`config.mk`:
```
export PLATFORM = sky130hd
export DESIGN_NAME = hcmd_dispatch
export DESIGN_NICKNAME = d
export VERILOG_FILES = /design/src/rtl/hcmd_pkg.sv /design/src/rtl/hcmd_fsm.sv /design/src/rtl/hcmd_counters.sv /design/src/rtl/hcmd_tagger.sv /design/src/rtl/hcmd_dispatch.sv
export SDC_FILE = /design/constraint.sdc
export NUM_CORES = 1
export LEC_CHECK = 0
export ABC_AREA = 1
export BUFFER_PORTS_ARGS = -buffer_cell sky130_fd_sc_hd__buf_2
export CAP_MARGIN = 5
export CORE_MARGIN = 2
export CORE_UTILIZATION = 50
export DETAILED_ROUTE_END_ITERATION = 8
export PLACE_DENSITY = 0.8
export SYNTH_ARGS = -nofsm -noshare
export SYNTH_HDL_FRONTEND = slang
export SYNTH_SLANG_ARGS = --single-unit
export TNS_END_PERCENT = 50
```
`constraint.sdc`:
```
create_clock -name clk -period 1.6 [get_ports clk]
set_input_delay 0.24 -clock clk [delete_from_list [all_inputs] [get_ports clk]]
set_output_delay 0.24 -clock clk [all_outputs]
set_load 0.01 [all_outputs]
```
`src/rtl/hcmd_pkg.sv`:
```
package hcmd_pkg;
    localparam logic [7:0] OP_MASK_WR  = 8'h01;
    localparam logic [7:0] OP_NET_WR   = 8'h02;
    localparam logic [7:0] OP_STATE_WR = 8'h03;
    localparam logic [7:0] OP_STATE_RD = 8'h04;
    localparam logic [7:0] OP_EXEC     = 8'hC8;

    typedef enum logic [1:0] {
        S_IDLE   = 2'd0,
        S_LAUNCH = 2'd1,
        S_RUN    = 2'd2
    } ctl_state_t;
endpackage

```
`src/rtl/hcmd_fsm.sv`:
```
module hcmd_fsm
    import hcmd_pkg::*;
#(
    parameter int AW = 16,
    parameter int DW = 32
) (
    input  logic          clk,
    input  logic          rst_n,
    input  logic          cmd_valid,
    input  logic [7:0]    cmd_op,
    input  logic [AW-1:0] cmd_addr,
    input  logic [DW-1:0] cmd_data,
    input  logic          run_done,
    output logic          cmd_ready,
    output logic          run_start,
    output logic          run_end,
    output logic          mask_we,
    output logic          net_we,
    output logic          state_we,
    output logic          state_re,
    output logic [AW-1:0] tgt_addr,
    output logic [DW-1:0] tgt_data,
    output logic          op_error
);
    ctl_state_t state, state_nx;
    logic       accept;

    assign accept = cmd_valid && cmd_ready;

    // next-state logic
    always_comb begin
        state_nx = state;
        unique case (state)
            S_IDLE:   if (accept && cmd_op == OP_EXEC) state_nx = S_LAUNCH;
            S_LAUNCH: state_nx = S_RUN;
            S_RUN:    if (run_done) state_nx = S_IDLE;
            default:  state_nx = S_IDLE;
        endcase
    end

    // state register
    always_ff @(posedge clk) begin
        if (!rst_n) state <= S_IDLE;
        else        state <= state_nx;
    end

    // state-decoded outputs
    always_comb begin
        cmd_ready = 1'b0;
        run_start = 1'b0;
        run_end   = 1'b0;
        unique case (state)
            S_IDLE:   cmd_ready = 1'b1;
            S_LAUNCH: run_start = 1'b1;
            S_RUN:    run_end   = run_done;
            default:  cmd_ready = 1'b0;
        endcase
    end

    // registered target strobes and sticky error
    always_ff @(posedge clk) begin
        if (!rst_n) begin
            mask_we  <= 1'b0;
            net_we   <= 1'b0;
            state_we <= 1'b0;
            state_re <= 1'b0;
            tgt_addr <= '0;
            tgt_data <= '0;
            op_error <= 1'b0;
        end else begin
            mask_we  <= 1'b0;
            net_we   <= 1'b0;
            state_we <= 1'b0;
            state_re <= 1'b0;
            if (accept) begin
                tgt_addr <= cmd_addr;
                tgt_data <= cmd_data;
                case (cmd_op)
                    OP_MASK_WR:  mask_we  <= 1'b1;
                    OP_NET_WR:   net_we   <= 1'b1;
                    OP_STATE_WR: state_we <= 1'b1;
                    OP_STATE_RD: state_re <= 1'b1;
                    OP_EXEC:     ;
                    default:     op_error <= 1'b1;
                endcase
            end
        end
    end
endmodule

```
`src/rtl/hcmd_counters.sv`:
```
module hcmd_counters #(
    parameter int CW = 32,
    parameter int TW = 32
) (
    input  logic          clk,
    input  logic          rst_n,
    input  logic          start,
    input  logic          finish,
    output logic [CW-1:0] step_count,
    output logic [TW-1:0] step_cycles
);
    localparam logic [CW-1:0] STEP_ONE = CW'(1);
    localparam logic [TW-1:0] TICK_ONE = TW'(1);

    logic running;

    always_ff @(posedge clk) begin
        if (!rst_n) begin
            running     <= 1'b0;
            step_count  <= '0;
            step_cycles <= '0;
        end else begin
            if (start) begin
                running     <= 1'b1;
                step_cycles <= '0;
            end else if (finish) begin
                running    <= 1'b0;
                step_count <= step_count + STEP_ONE;
            end else if (running) begin
                step_cycles <= step_cycles + TICK_ONE;
            end
        end
    end
endmodule

```
`src/rtl/hcmd_tagger.sv`:
```
module hcmd_tagger #(
    parameter int NW = 17,
    parameter int CW = 32
) (
    input  logic          clk,
    input  logic          rst_n,
    input  logic          in_valid,
    input  logic [NW-1:0] in_id,
    input  logic [CW-1:0] cur_step,
    output logic          out_valid,
    output logic [NW-1:0] out_id,
    output logic [CW-1:0] out_step
);
    always_ff @(posedge clk) begin
        if (!rst_n) begin
            out_valid <= 1'b0;
            out_id    <= '0;
            out_step  <= '0;
        end else begin
            out_valid <= in_valid;
            if (in_valid) begin
                out_id   <= in_id;
                out_step <= cur_step;
            end
        end
    end
endmodule

```
`src/rtl/hcmd_dispatch.sv`:
```
module hcmd_dispatch #(
    parameter int AW = 16,
    parameter int DW = 32,
    parameter int CW = 32,
    parameter int TW = 32,
    parameter int NW = 17
) (
    input  logic          clk,
    input  logic          rst_n,
    input  logic          cmd_valid,
    output logic          cmd_ready,
    input  logic [7:0]    cmd_op,
    input  logic [AW-1:0] cmd_addr,
    input  logic [DW-1:0] cmd_data,
    output logic          mask_we,
    output logic          net_we,
    output logic          state_we,
    output logic          state_re,
    output logic [AW-1:0] tgt_addr,
    output logic [DW-1:0] tgt_data,
    output logic          run_start,
    input  logic          run_done,
    output logic [CW-1:0] step_count,
    output logic [TW-1:0] step_cycles,
    output logic          op_error,
    input  logic          spk_in_valid,
    input  logic [NW-1:0] spk_in_id,
    output logic          spk_out_valid,
    output logic [NW-1:0] spk_out_id,
    output logic [CW-1:0] spk_out_step
);
    logic run_end;

    hcmd_fsm #(.AW(AW), .DW(DW)) u_fsm (
        .clk       (clk),
        .rst_n     (rst_n),
        .cmd_valid (cmd_valid),
        .cmd_op    (cmd_op),
        .cmd_addr  (cmd_addr),
        .cmd_data  (cmd_data),
        .run_done  (run_done),
        .cmd_ready (cmd_ready),
        .run_start (run_start),
        .run_end   (run_end),
        .mask_we   (mask_we),
        .net_we    (net_we),
        .state_we  (state_we),
        .state_re  (state_re),
        .tgt_addr  (tgt_addr),
        .tgt_data  (tgt_data),
        .op_error  (op_error)
    );

    hcmd_counters #(.CW(CW), .TW(TW)) u_cnt (
        .clk         (clk),
        .rst_n       (rst_n),
        .start       (run_start),
        .finish      (run_end),
        .step_count  (step_count),
        .step_cycles (step_cycles)
    );

    hcmd_tagger #(.NW(NW), .CW(CW)) u_tag (
        .clk       (clk),
        .rst_n     (rst_n),
        .in_valid  (spk_in_valid),
        .in_id     (spk_in_id),
        .cur_step  (step_count),
        .out_valid (spk_out_valid),
        .out_id    (spk_out_id),
        .out_step  (spk_out_step)
    );
endmodule

```
==> flow_metrics.env <==
export IMPL_outcome="completed"
export IMPL_die_x_um=123
export IMPL_finClkSkew_ns=0.00864
export IMPL_worstSetupEndpointType="register"
export IMPL_nets=1333
export IMPL_seq_area_frac_synth_pct=48.4
export IMPL_synth_warnings=0
export IMPL_max_vdd_ir_drop_v=0.000779
export IMPL_tns_ns=0
export IMPL_drive_gt1_share_pct=28.8
export IMPL_combPwrFrac_pct=7.8
export IMPL_mostFrequentLayoutCells="256 x nor2_1, 246 x buf_2, 155 x dfxtp_1"
export IMPL_n_antenna_cell=0
export IMPL_path_class="register to register"
export IMPL_yosys_area_top_type="dfxtp_1"
export IMPL_syn_to_final_growth_pct=33.2
export IMPL_drt_initial_drc_count=584
export IMPL_postSynthAreaPerCell_sq_um=7.11
export IMPL_cts_sinks=170
export IMPL_gp_congestion=0.921
export IMPL_cts_tree="built"
export IMPL_crit_fanout=8
export IMPL_avgRoutedWirePerCell_um=13.5
export IMPL_synth_cell_types=36
export IMPL_sw_frac_of_total_pct=22.9
export IMPL_cp_arrival_ns=1.87
export IMPL_maxCapViolations=0
export IMPL_grt_pass1_wl_mm=30.1
export IMPL_fin_crit_ns=1.52
export IMPL_fin_ws_ns=0.0836
export IMPL_numCtsBuffers=17
export IMPL_grt_busiest_layer="met2"
export IMPL_dr_pass1_iters=6
export IMPL_synth_cell_area_sq_um=7040
export IMPL_max_slew_margin_rel_pct=69.3
export IMPL_whs_ns=0.0303
export IMPL_min_period_over_period_pct=94.8
export IMPL_dieArea_sq_um=15000
export IMPL_antenna_left=0
export IMPL_vias=7264
export IMPL_p_leak_nw=4.45
export IMPL_clk_pin_slew_ns=0.07
export IMPL_final_util_pct=67.8
export IMPL_synth_top_area_share_pct=48.4
export IMPL_pin_count=247
export IMPL_rows=43
export IMPL_ys_top_cells_by_area="dfxtp_1 48%, nor2_1 14%, nand2_1 7.9%, o21ai_0 7.9%, inv_1 4.4%"
export IMPL_final_common_cell="nor2_1"
export IMPL_synthCells=990
export IMPL_route_detailed_drc=0
export IMPL_io_buffer_count=246
export IMPL_start_util_pct=50.9
export IMPL_synth_fp_nets=1070
export IMPL_die_y_um=123
export IMPL_post_place_ws_ns=0.0150
export IMPL_worst_pin_slew_ns=0.461
export IMPL_cp_required_ns=1.96
export IMPL_wirelength_mm=19.5
export IMPL_clockPowerShare_pct=44.9
export IMPL_multi_input_area_sq_um=3260
export IMPL_htreeDepth=4
export IMPL_regArea_sq_um=3420
export IMPL_fmax_mhz=659
export IMPL_p_total_mw=9.42
export IMPL_gr_usage_met2_pct=41.9
export IMPL_cts_root_buffer="clkbuf_16"
export IMPL_met1_usage_pct=30.4
export IMPL_grt_max_degree=118
export IMPL_p_int_mw=7.26
export IMPL_fill_cells=1187
export IMPL_holdCritPathClass="input pin to register"
export IMPL_grt_pass1_vias=6515
export IMPL_seqPwrFrac_pct=47.3
export IMPL_grt_use_met3_pct=7.71
export IMPL_p_per_area_nw_per_um2=1000
export IMPL_clock_path_buffers=2
export IMPL_cp_start_kind="register"
export IMPL_hpwl_mm=13.8
export IMPL_routed_via_density=5.03
export IMPL_hold_viol_final=0
export IMPL_maxSlewViolCount=0
export IMPL_finalSetupViolCount=0
export IMPL_grtUsageTotal_pct=25.1
export IMPL_grt_antenna_before_repair=0
export IMPL_insertion_delay_ns=0.43
export IMPL_overflow=0
export IMPL_core_area_sq_um=13800
export IMPL_power_switching_mw=2.16
export IMPL_ys_ff_latch=170
## power groups by stage
stage	logic (mW)	registers, mW	clock network [mW]
5_1_grt	0.822	4.48	4.45
3_3_place_gp	0.716	4.55	0
2_1_floorplan	0.303	4.63	0
6_report	0.732	4.46	4.23
3_5_place_dp	0.730	4.55	0
4_1_cts	0.735	4.46	4.29
## cells by family (layout without fill, tap and decap cells)
logic type | count (synthesis) | in the layout | share of synthesized area, %
and+or+nand+nor | 523 | 523 | 31.7
adders and majority gates | 2 | 2 | 0.355
buffers and inverters | 123 | 397 | 6.77
DFF | 170 | 170 | 48.4
AOI/OAI and AO/OA | 166 | 166 | 12.1
xor gates and xnor gates | 6 | 6 | 0.747
## worst max-delay path, stage by stage, from the launching register on
cell	delay, ns
dfxtp_2	0.36
ha_4	0.14
inv_2	0.05
nor2_4	0.11
nand2_4	0.09
nor3_4	0.36
buf_4	0.18
nand2_1	0.04
a21oi_1	0.12
## final timing paths
check	start	endpoint	slack, ns	cells after the start
max	u_cnt.step_cycles[1]	u_cnt.step_cycles[20]	0.08	8
min	spk_in_id[8]	u_tag.out_id[8]	0.03	3
max reg2reg	u_cnt.step_cycles[1]	u_cnt.step_cycles[20]	0.08	8
min reg2reg	u_fsm.op_error	u_fsm.op_error	0.45	2
## cell usage after synthesis
master	n
nor2_1	266
dfxtp_1	170
nand2_1	149
o21ai_0	111
inv_1	83
a21oi_1	46
nand3_1	38
clkbuf_1	29
nand4_1	24
nor3_1	19
buf_2	6
nor2_2	5
xor2_1	5
nor2_4	4
o21bai_1	4
o21a_1	3
or2_1	3
and2_1	2
and3_1	2
ha_1	2
inv_2	2
nand3b_1	2
nor4_1	2
buf_1	1
buf_6	1
clkinv_1	1
nand2_4	1
nand3_2	1
nand3_4	1
nor2_8	1
nor3_4	1
nor3b_1	1
o211ai_1	1
o21ai_1	1
or2_0	1
xnor2_1	1
## layout make-up
| type | count | area share, % |
|---|---|---|
| flip-flops and latches | 170 | 36.5 |
| multi-input cells | 697 | 34.8 |
| repair buffers | 281 | 16.3 |
| clock buffers | 20 | 4.98 |
| inverters | 86 | 3.48 |
| well taps | 180 | 2.40 |
| clock inverters | 10 | 1.51 |
## sequential cells by signal, summed over array words and instances (netlist names)
| signal | flops |
|---|---|
| u_cnt.step_count | 32 |
| u_tag.out_step | 32 |
| u_tag.out_valid | 1 |
| u_fsm.mask_we | 1 |
| u_cnt.step_cycles | 32 |
| u_tag.out_id | 17 |
| u_fsm.tgt_addr | 16 |
| u_fsm.net_we | 1 |
| u_fsm.tgt_data | 32 |
| u_fsm.state_we | 1 |
| u_cnt.running | 1 |
| u_fsm.state | 2 |
| u_fsm.op_error | 1 |
| u_fsm.state_re | 1 |
## what timing repair did
item | in CTS | in global routing
resized for setup | 2 | 45
setup endpoints to repair | 1 | 64
hold buffers | 0 | 0
buffers inserted | 0 | 7
pin swaps | 1 | 13
gates cloned | 0 | 0
## metal layers
layer / share of wire, % / wire (um)
met5: 0 / 0
met2: 49 / 9570
met4: 1.9 / 374
met3: 7.3 / 1430
met1: 42 / 8160
## stage by stage
stage | std cells | area [sq um]
2_1_floorplan | 990 | 7040
3_3_place_gp | 1407 | 8590
3_5_place_dp | 1407 | 8590
4_1_cts | 1437 | 9200
5_1_grt | 1444 | 9380
6_report | 1444 | 9380
No activity file was read; power rests on OpenSTA's default activity.
